--- config.mk ---
export PLATFORM = sky130hd
export DESIGN_NAME = twr_serial_writer
export DESIGN_NICKNAME = d
export VERILOG_FILES = /design/src/rtl/twr_pkg.sv /design/src/rtl/twr_pin_sampler.sv /design/src/rtl/twr_lockout.sv /design/src/rtl/twr_sequencer.sv /design/src/rtl/twr_serial_writer.sv
export SDC_FILE = /design/constraint.sdc
export NUM_CORES = 1
export LEC_CHECK = 0
export ABC_AREA = 1
export BUFFER_PORTS_ARGS = -buffer_cell sky130_fd_sc_hd__buf_2
export CAP_MARGIN = 10
export CORE_MARGIN = 2
export CORE_UTILIZATION = 65
export CTS_BUF_LIST = sky130_fd_sc_hd__clkbuf_8
export DETAILED_ROUTE_END_ITERATION = 16
export PLACE_DENSITY = 0.87
export SYNTH_ARGS = -nofsm -noshare
export SYNTH_HDL_FRONTEND = slang
export SYNTH_SLANG_ARGS = --single-unit
--- constraint.sdc ---
create_clock -name clk -period 2.69 [get_ports clk]
set_input_delay 0.269 -clock clk [delete_from_list [all_inputs] [get_ports clk]]
set_output_delay 0.269 -clock clk [all_outputs]
set_load 0.02 [all_outputs]
--- src/rtl/twr_pkg.sv ---
package twr_pkg;

    localparam int ADDR_W = 8;
    localparam int IDX_W  = 12;
    localparam int WORD_W = 32;
    localparam int CTL_W  = 24;
    localparam int HDR_W  = ADDR_W + 2 * IDX_W;
    localparam int BIT_W  = $clog2(WORD_W);

    typedef enum logic [1:0] {
        ST_IDLE,
        ST_HDR,
        ST_DATA,
        ST_DRAIN
    } seq_state_t;

    // Header layout: address bits arrive first, so they sit at the top.
    typedef struct packed {
        logic [ADDR_W-1:0] addr;
        logic [IDX_W-1:0]  first;
        logic [IDX_W-1:0]  last;
    } hdr_t;

    function automatic logic is_bank_addr(input logic [ADDR_W-1:0] a,
                                          input int unsigned base,
                                          input int unsigned count);
        return (int'(a) >= int'(base)) && (int'(a) < int'(base + count));
    endfunction

    function automatic logic is_burst(input hdr_t h);
        return (h.first == '0) && (h.last == '0);
    endfunction

    // Final index of a bank frame after clamping to the bank size.
    function automatic logic [IDX_W-1:0] final_index(input hdr_t h,
                                                     input int unsigned words);
        logic [IDX_W-1:0] top;
        logic [IDX_W-1:0] stop;
        top = IDX_W'(words - 1);
        if (is_burst(h)) begin
            stop = top;
        end else begin
            stop = (h.last > top) ? top : h.last;
            if (stop < h.first) stop = h.first;
        end
        return stop;
    endfunction

endpackage

--- src/rtl/twr_pin_sampler.sv ---
module twr_pin_sampler #(
    parameter int STAGES = 2
) (
    input  logic clk,
    input  logic rst,
    input  logic sck_pin,
    input  logic load_n_pin,
    input  logic sda_pin,
    output logic sck_rise,
    output logic load_hi,
    output logic load_rise,
    output logic load_fall,
    output logic sda_bit
);
    // Pin order inside each stage: {sda, load_n, sck}
    localparam logic [2:0] IDLE_PINS = 3'b010;

    logic [2:0] stage_q [STAGES];
    logic [2:0] prev_q;

    genvar g;
    generate
        for (g = 0; g < STAGES; g++) begin : g_sync
            if (g == 0) begin : g_first
                always_ff @(posedge clk) begin
                    if (rst) stage_q[g] <= IDLE_PINS;
                    else     stage_q[g] <= {sda_pin, load_n_pin, sck_pin};
                end
            end else begin : g_next
                always_ff @(posedge clk) begin
                    if (rst) stage_q[g] <= IDLE_PINS;
                    else     stage_q[g] <= stage_q[g-1];
                end
            end
        end
    endgenerate

    always_ff @(posedge clk) begin
        if (rst) prev_q <= IDLE_PINS;
        else     prev_q <= stage_q[STAGES-1];
    end

    assign sck_rise  =  stage_q[STAGES-1][0] & ~prev_q[0];
    assign load_hi   =  stage_q[STAGES-1][1];
    assign load_rise =  stage_q[STAGES-1][1] & ~prev_q[1];
    assign load_fall = ~stage_q[STAGES-1][1] &  prev_q[1];
    assign sda_bit   =  stage_q[STAGES-1][2];

endmodule

--- src/rtl/twr_lockout.sv ---
module twr_lockout #(
    parameter int unsigned LOCK_CYCLES = 4096
) (
    input  logic clk,
    input  logic rst,
    output logic ready
);
    localparam int CNT_W = $clog2(LOCK_CYCLES + 1);

    logic [CNT_W-1:0] cnt_q;

    always_ff @(posedge clk) begin
        if (rst)                              cnt_q <= '0;
        else if (cnt_q != CNT_W'(LOCK_CYCLES)) cnt_q <= cnt_q + 1'b1;
    end

    assign ready = (cnt_q == CNT_W'(LOCK_CYCLES));

endmodule

--- src/rtl/twr_sequencer.sv ---
module twr_sequencer
    import twr_pkg::*;
#(
    parameter int unsigned BANK_BASE  = 8'h14,
    parameter int unsigned NUM_BANKS  = 5,
    parameter int unsigned BANK_WORDS = 16
) (
    input  logic              clk,
    input  logic              rst,
    input  logic              enable,
    input  logic              sck_rise,
    input  logic              load_hi,
    input  logic              load_rise,
    input  logic              load_fall,
    input  logic              sda_bit,
    output logic              ctl_wr,
    output logic [ADDR_W-1:0] ctl_addr,
    output logic [CTL_W-1:0]  ctl_data,
    output logic              bank_wr,
    output logic [ADDR_W-1:0] bank_sel,
    output logic [IDX_W-1:0]  bank_idx,
    output logic [WORD_W-1:0] bank_data
);
    localparam logic [BIT_W-1:0] LAST_BIT = BIT_W'(WORD_W - 1);

    seq_state_t        state_q;
    logic [WORD_W-1:0] shift_q;
    logic [BIT_W-1:0]  bit_q;
    logic [ADDR_W-1:0] sel_q;
    logic [IDX_W-1:0]  idx_q;
    logic [IDX_W-1:0]  stop_q;
    logic              burst_q;
    logic              gap_ok_q;

    logic [WORD_W-1:0] shift_nxt;
    hdr_t              hdr;
    logic              hdr_bank;
    logic              hdr_burst;
    logic              hdr_empty;

    always_comb begin
        shift_nxt = {shift_q[WORD_W-2:0], sda_bit};
        hdr       = hdr_t'(shift_nxt[HDR_W-1:0]);
        hdr_bank  = is_bank_addr(hdr.addr, BANK_BASE, NUM_BANKS);
        hdr_burst = is_burst(hdr);
        hdr_empty = !hdr_burst && (int'(hdr.first) >= int'(BANK_WORDS));
    end

    always_ff @(posedge clk) begin
        if (rst) begin
            state_q   <= ST_IDLE;
            shift_q   <= '0;
            bit_q     <= '0;
            sel_q     <= '0;
            idx_q     <= '0;
            stop_q    <= '0;
            burst_q   <= 1'b0;
            gap_ok_q  <= 1'b1;
            ctl_wr    <= 1'b0;
            ctl_addr  <= '0;
            ctl_data  <= '0;
            bank_wr   <= 1'b0;
            bank_sel  <= '0;
            bank_idx  <= '0;
            bank_data <= '0;
        end else begin
            ctl_wr  <= 1'b0;
            bank_wr <= 1'b0;
            unique case (state_q)
                ST_IDLE: begin
                    if (load_hi && sck_rise) gap_ok_q <= 1'b1;
                    if (load_fall && enable && gap_ok_q) begin
                        state_q  <= ST_HDR;
                        bit_q    <= '0;
                        gap_ok_q <= 1'b0;
                    end
                end
                ST_HDR: begin
                    if (load_rise) begin
                        state_q <= ST_IDLE;
                    end else if (sck_rise) begin
                        shift_q <= shift_nxt;
                        bit_q   <= bit_q + 1'b1;
                        if (bit_q == LAST_BIT) begin
                            if (!hdr_bank) begin
                                ctl_wr   <= 1'b1;
                                ctl_addr <= hdr.addr;
                                ctl_data <= shift_nxt[CTL_W-1:0];
                                state_q  <= ST_DRAIN;
                            end else if (hdr_empty) begin
                                state_q <= ST_DRAIN;
                            end else begin
                                sel_q   <= hdr.addr;
                                idx_q   <= hdr_burst ? '0 : hdr.first;
                                stop_q  <= final_index(hdr, BANK_WORDS);
                                burst_q <= hdr_burst;
                                state_q <= ST_DATA;
                            end
                        end
                    end
                end
                ST_DATA: begin
                    if (load_rise && !burst_q) begin
                        state_q <= ST_IDLE;
                    end else if (sck_rise) begin
                        shift_q <= shift_nxt;
                        bit_q   <= bit_q + 1'b1;
                        if (bit_q == LAST_BIT) begin
                            bank_wr   <= 1'b1;
                            bank_sel  <= sel_q;
                            bank_idx  <= idx_q;
                            bank_data <= shift_nxt;
                            if (idx_q == stop_q) state_q <= ST_DRAIN;
                            else                 idx_q   <= idx_q + 1'b1;
                        end
                    end
                end
                ST_DRAIN: begin
                    if (load_hi) state_q <= ST_IDLE;
                end
                default: state_q <= ST_IDLE;
            endcase
        end
    end

endmodule

--- src/rtl/twr_serial_writer.sv ---
module twr_serial_writer
    import twr_pkg::*;
#(
    parameter int unsigned BANK_BASE   = 8'h14,
    parameter int unsigned NUM_BANKS   = 5,
    parameter int unsigned BANK_WORDS  = 16,
    parameter int unsigned LOCK_CYCLES = 4096,
    parameter int          SYNC_STAGES = 2
) (
    input  logic        clk,
    input  logic        rst,
    input  logic        ser_clk,
    input  logic        ser_load_n,
    input  logic        ser_data,
    output logic        ctl_wr,
    output logic [7:0]  ctl_addr,
    output logic [23:0] ctl_data,
    output logic        bank_wr,
    output logic [7:0]  bank_sel,
    output logic [11:0] bank_idx,
    output logic [31:0] bank_data
);
    logic ready;
    logic sck_rise;
    logic load_hi;
    logic load_rise;
    logic load_fall;
    logic sda_bit;

    twr_pin_sampler #(.STAGES(SYNC_STAGES)) u_pins (
        .clk        (clk),
        .rst        (rst),
        .sck_pin    (ser_clk),
        .load_n_pin (ser_load_n),
        .sda_pin    (ser_data),
        .sck_rise   (sck_rise),
        .load_hi    (load_hi),
        .load_rise  (load_rise),
        .load_fall  (load_fall),
        .sda_bit    (sda_bit)
    );

    twr_lockout #(.LOCK_CYCLES(LOCK_CYCLES)) u_lock (
        .clk   (clk),
        .rst   (rst),
        .ready (ready)
    );

    twr_sequencer #(
        .BANK_BASE  (BANK_BASE),
        .NUM_BANKS  (NUM_BANKS),
        .BANK_WORDS (BANK_WORDS)
    ) u_seq (
        .clk       (clk),
        .rst       (rst),
        .enable    (ready),
        .sck_rise  (sck_rise),
        .load_hi   (load_hi),
        .load_rise (load_rise),
        .load_fall (load_fall),
        .sda_bit   (sda_bit),
        .ctl_wr    (ctl_wr),
        .ctl_addr  (ctl_addr),
        .ctl_data  (ctl_data),
        .bank_wr   (bank_wr),
        .bank_sel  (bank_sel),
        .bank_idx  (bank_idx),
        .bank_data (bank_data)
    );

endmodule

== Yosys cells after proc, flatten, opt, wreduce, memory -nomap -nowiden ==
Memory sizes are Yosys's and may differ from the RTL's.
Index checks and enable logic that the tools add are counted.

* Bits in writable memories: 6
* Register bits after elaboration: 174
* Memories kept: 1
* Output and inout port bits: 86

{| class="wikitable"
|+ Memories
! memory !! words !! bits a word !! read ports !! clocked after Yosys merged registers in !! write ports !! RTL line !! source
|-
| u_pins.stage_q || 2 || 3 || 2 || 0 || 2 || twr_pin_sampler.sv:18 || <nowiki>logic [2:0] stage_q [STAGES];</nowiki>
|}

* Reductions and logical operators: 25
* Order comparisons: 5
* Multiplexer cells: 44
* Eq/ne operators: 23
* Bitwise gates (word level): 16
* Add/subtract/negate cells: 3

{| class="wikitable"
|+ Operators by type and width
! kind !! count
|-
| $mux 12 || 13
|-
| $mux 32 || 3
|-
| $pmux 32 s2 || 1
|-
| $logic_not 12->1 || 2
|-
| $pmux 12 s2 || 1
|-
| $mux 2 || 10
|-
| $mux 5 || 4
|-
| $ne 3x1->1 const B || 5
|-
| $pmux 5 s3 || 1
|-
| $ne 2x1->1 const B || 7
|-
| $add 13x1->13 const B || 1
|-
| $eq 13x13->1 const B || 1
|-
| $ne 13x13->1 const B || 1
|-
| $add 12x1->12 const B || 1
|-
| $eq 12x12->1 || 1
|-
| $ge 12x5->1 const B || 1
|-
| $gt 12x4->1 const B || 1
|-
| $lt 12x12->1 || 1
|-
| $not 1->1 || 11
|-
| $reduce_and 10->1 || 1
|-
| $ge 8x5->1 const B || 1
|-
| $lt 8x5->1 const B || 1
|-
| $mux 1 || 8
|-
| $ne 2x2->1 const B || 4
|-
| other kinds (21) || 35
|}

== Logic depth before layout (Yosys ltp) ==
An unclocked memory read counts as a cell.

* Word-level depth: 11
* Gate-level depth with buffers: 15
* Mapped depth without buffers: 15

== Modules after synthesis ==
Synthesis repeated with hierarchy kept, for this count alone.

* Cells, all modules: 1010
* Area, all modules: 7566.0 µm²

{| class="wikitable"
|+ Modules (own cells, without submodules)
! module !! cells each !! area each (µm²) !! instances !! seq. area each (µm²)
|-
| twr_sequencer || 878 || 6618.8 || 1 || 3163.0
|-
| twr_lockout || 103 || 708.2 || 1 || 260.2
|-
| twr_pin_sampler || 29 || 239.0 || 1 || 160.2
|}

== Worst setup path before layout ==
Ideal clock, no wire load.

* Kind: flip-flop to flip-flop
* Start point: register u_seq.bit_q[0]
* End point: register u_seq.ctl_data[14]
* Setup slack: 841 ps
* Cell stages (with the launch flop): 11
* Data arrival time: 1720 ps
* Data required time: 2562 ps
* Path buffers: 1
* Path through: dfxtp_1 ha_1 inv_1 nor3_1 ha_1 nand2_1 nor2_1 nand2_1 inv_2 clkbuf_1 a21oi_1

* Cells in the longest elaborated chain, start to end: 2

{| class="wikitable"
|+ RTL lines
! what !! RTL line !! source
|-
| from (decl) || twr_sequencer.sv:28 || <nowiki>logic [BIT_W-1:0] bit_q;</nowiki>
|-
| from (signal assigned) || twr_sequencer.sv:83 || <nowiki>bit_q <= bit_q + 1'b1;</nowiki>
|-
| from (signal assigned) || twr_sequencer.sv:107 || <nowiki>bit_q <= bit_q + 1'b1;</nowiki>
|-
| $eq 5x5->1 || twr_sequencer.sv:84 || <nowiki>if (bit_q == LAST_BIT) begin</nowiki>
|-
| $reduce_and 5->1 (no source line) || n/a ||
|-
| to (signal assigned) || twr_sequencer.sv:88 || <nowiki>ctl_data <= shift_nxt[CTL_W-1:0];</nowiki>
|-
| to (decl) || twr_sequencer.sv:18 || <nowiki>output logic [CTL_W-1:0] ctl_data,</nowiki>
|}

No other way between the ends.
A chain may end at the register's enable or synchronous reset.

== Final worst setup path ==
* Start point: register u_seq.bit_q[0]
* End point: register u_seq.sel_q[2]

* Cells in the longest elaborated chain, start to end: 2

{| class="wikitable"
|+ RTL lines
! what !! RTL line !! source
|-
| $eq 5x5->1 || twr_sequencer.sv:84 ||
|-
| $reduce_and 6->1 (no source line) || n/a ||
|-
| to (signal assigned) || twr_sequencer.sv:93 || <nowiki>sel_q <= hdr.addr;</nowiki>
|-
| to (decl) || twr_sequencer.sv:29 || <nowiki>logic [ADDR_W-1:0] sel_q;</nowiki>
|}

No other way between the ends.

==> flow_summary.toml <==
[status]
status = "finished, final reports clean"

[clock_tree]
path_clk_slew_ps = 90
cts_buffers = 17
clock_path_buffers = 2
cts_tree = "done"
cts_sinks = 179
htreeDepth = 4
clk_latency_ps = 460
cts_resized = 0
root_buffer = "clkbuf_8"

[floorplan]
dieHeight_um = 111
die-area_um2 = 12300
start_util_pct = 65.9
fp-row-count = 39
pin_count = 91
fp.dieW_um = 111
fp.coreArea_um2 = 11300

[pwr]
leakage_nw = 3.66
powerDensity_nw_per_um2 = 680
design_power_total_mw = 5.73
vdd_ir_drop_max_mv = 0.399

[finish]
drive_gt1_share_pct = 15.6
diodes = 0
final_area_um2 = 8430
fillers = 865
layout-area-overhead-vs-synth_pct = 13.0
fin_nets = 1072

[worst_hold_path]
min_path_type = "in2reg"

[critical_path]
cp_data_required_time_ps = 3080
crit_path_start = "u_seq.bit_q[0]"
crit_arrival_ps = 2690
endpoint_kind = "register"
startpoint_type = "register"
timing.rr.start = "u_seq.bit_q[0]"
r2r_end = "u_seq.sel_q[2]"
critical_path_class = "reg2reg"
r2r_slack_ps = 400
r2r_cells = 11
cp_max_fo = 15
crit_path_end = "u_seq.sel_q[2]"

[placed_design]
dp_hpwl_um = 10900
io_buffer_count = 90
placed_cell_area_um2 = 7990
place_congestion = 0.918

[yosys]
synth_common_cells = "dfxtp_1, o21ai_0, a21oi_1, inv_1, nor2_1"
synth_edf_count = 0
synth_area_um2 = 7460
synth.largest_area_cell = "dfxtp_1"
synth_cell_type_count = 40
avgSynthCellArea_um2 = 7.69
async_reset_ff_share_pct = 0
synth.most_common_cell = "dfxtp_1"
ys.flop_type = "dfxtp_1"
yosys_warnings = 0
synth_cells = 970
ys_top_cells_by_area = "dfxtp_1, o21ai_0, a21oi_1"
ys_seq_area_share_pct = 48.0
synth_top_area_share_pct = 48.0
ys_ff_latch = 179

[timing]
hold_ws_ps = 303
fin_crit_sh_pct = 85.2
hold_viol = 0
skew_ps = 13.0
slew_headroom_pct = 52.2
period_minus_slack_ps = 2290
setup_tns_ps = 0
setup_violations = 0
rsz0062_at_grt = "no"
finalMaxSlewViolations = 0
fmax_mhz = 436
tightest_slew_ps = 718

[routing]
wire_per_inst_um = 13.6
final_antenna_net_count = 0
wl_um = 16400
first_iter_violations = 635
via_per_inst = 5.45
first_pass_iters = 7
drc = 0
vias = 6548

[global_routing]
grt-ovfl-total = 0
grt_pass1_wl_um = 27300
track_usage_pct = 26.8
grt_pass1_vias = 5774
grt_max_degree = 106
antenna_found_initial = 0

[run]
drv_cap = 0
-- metrics by stage --
stage,worst slack (ps),cells,util [%]
final,398,1202,74.4
after floorplan,841,977,-
after global placement,550,1168,70.5
after CTS,408,1202,74.4
after global routing,133,1202,74.4
after detailed placement,497,1168,70.5
-- cells in the final DEF (no fill, tap or decap), types with 3 or more instances in the layout --
cell and instances:
a21oi_1 120, nand3_1 26, nand2_1 87, or2_2 3
nor2_1 118, a21oi_2 5, nor3_1 19, buf_4 7
bufinv_16 3, inv_2 8, clkinv_2 3, xnor2_1 6
nand4_1 3, ha_1 20, clkbuf_8 20, dfxtp_1 179
dlygate4sd3_1 3, conb_1 8, o21a_1 5, nor2_2 3
nor4_1 4, inv_1 120, buf_2 90, or2_0 3
nand2_2 7, o21ai_0 152, xor2_1 10
-- final cells by class --
cell class | instances | area [um^2] | area share, %
clock buffers | 20 | 275 | 3.27
clock inverters | 11 | 136 | 1.62
inverters | 127 | 478 | 5.67
multi-input cells | 620 | 3200 | 38.0
flip-flops and latches | 179 | 3580 | 42.5
well taps | 143 | 179 | 2.12
repair buffers | 102 | 573 | 6.80
-- worst min-delay path by stage --
stage	from	end	slack, ps	depth (start not counted)
2_1_floorplan	ser_load_n	u_pins.stage_q[0][1]	370	1
3_3_place_gp	u_pins.stage_q[0][1]	u_pins.stage_q[1][1]	400	1
3_5_place_dp	u_pins.stage_q[0][0]	u_pins.stage_q[1][0]	400	2
4_1_cts	rst	u_pins.stage_q[0][2]	280	2
5_1_grt	rst	u_seq.stop_q[7]	310	2
6_report	rst	u_pins.stage_q[0][2]	300	2
-- timing repair --
| item | CTS | global route |
|---|---|---|
| hold buffers | 3 | 0 |
| setup buffers | 0 | 0 |
| hold endpoints to repair | 3 | 0 |
| setup endpoints to repair | 0 | 0 |
-- per-layer routing --
layer	vias up	track usage, %	share of wire, %
li1	3306	-	-
met1	2984	35.5	45
met2	221	42.2	46
met3	37	6.12	5.9
met4	0	11.7	3.0
met5	-	0	0
-- worst max-delay path: stages, from the launching register on --
cell	delay [ps]
dfxtp_1	390
ha_1	190
inv_1	60
nor3_1	150
ha_1	300
nand2_1	100
nor2_1	190
nand3_2	110
buf_4	210
inv_1	250
o21ai_0	140
a21oi_1	150
-- registers in the layout (all words and copies together), names as in the netlist --
name             flops
u_pins.prev_q        2
u_seq.ctl_data      24
u_seq.shift_q       31
u_seq.sel_q          8
u_seq.state_q        2
u_seq.bank_data     32
u_lock.cnt_q        13
u_seq.bit_q          5
u_seq.bank_wr        1
u_seq.burst_q        1
u_seq.idx_q         12
u_seq.ctl_addr       8
u_seq.bank_idx      12
u_pins.stage_q       6
u_seq.stop_q        12
u_seq.ctl_wr         1
u_seq.bank_sel       8
u_seq.gap_ok_q       1
-- kinds of logic (layout without fill, tap and decap cells) --
| family | count (synthesis) | after routing | synth area share, % |
|---|---|---|---|
| other cells | 1 | 8 | 0.0503 |
| simple gates | 284 | 284 | 16.7 |
| fa+ha+maj | 20 | 20 | 3.36 |
| compound gates | 292 | 292 | 20.4 |
| flops | 179 | 179 | 48.0 |
| buf+inv | 178 | 260 | 9.63 |
| xor+xnor | 16 | 16 | 1.88 |
-- report_power, final --
group	total, mW	leakage, nW	switching, mW	internal [mW]
registers	2.87	1.45	0.122	2.75
clock network	1.90	0.219	0.916	0.979
logic	0.967	1.99	0.647	0.320
Note: power is estimated with default switching activity, not from simulation.
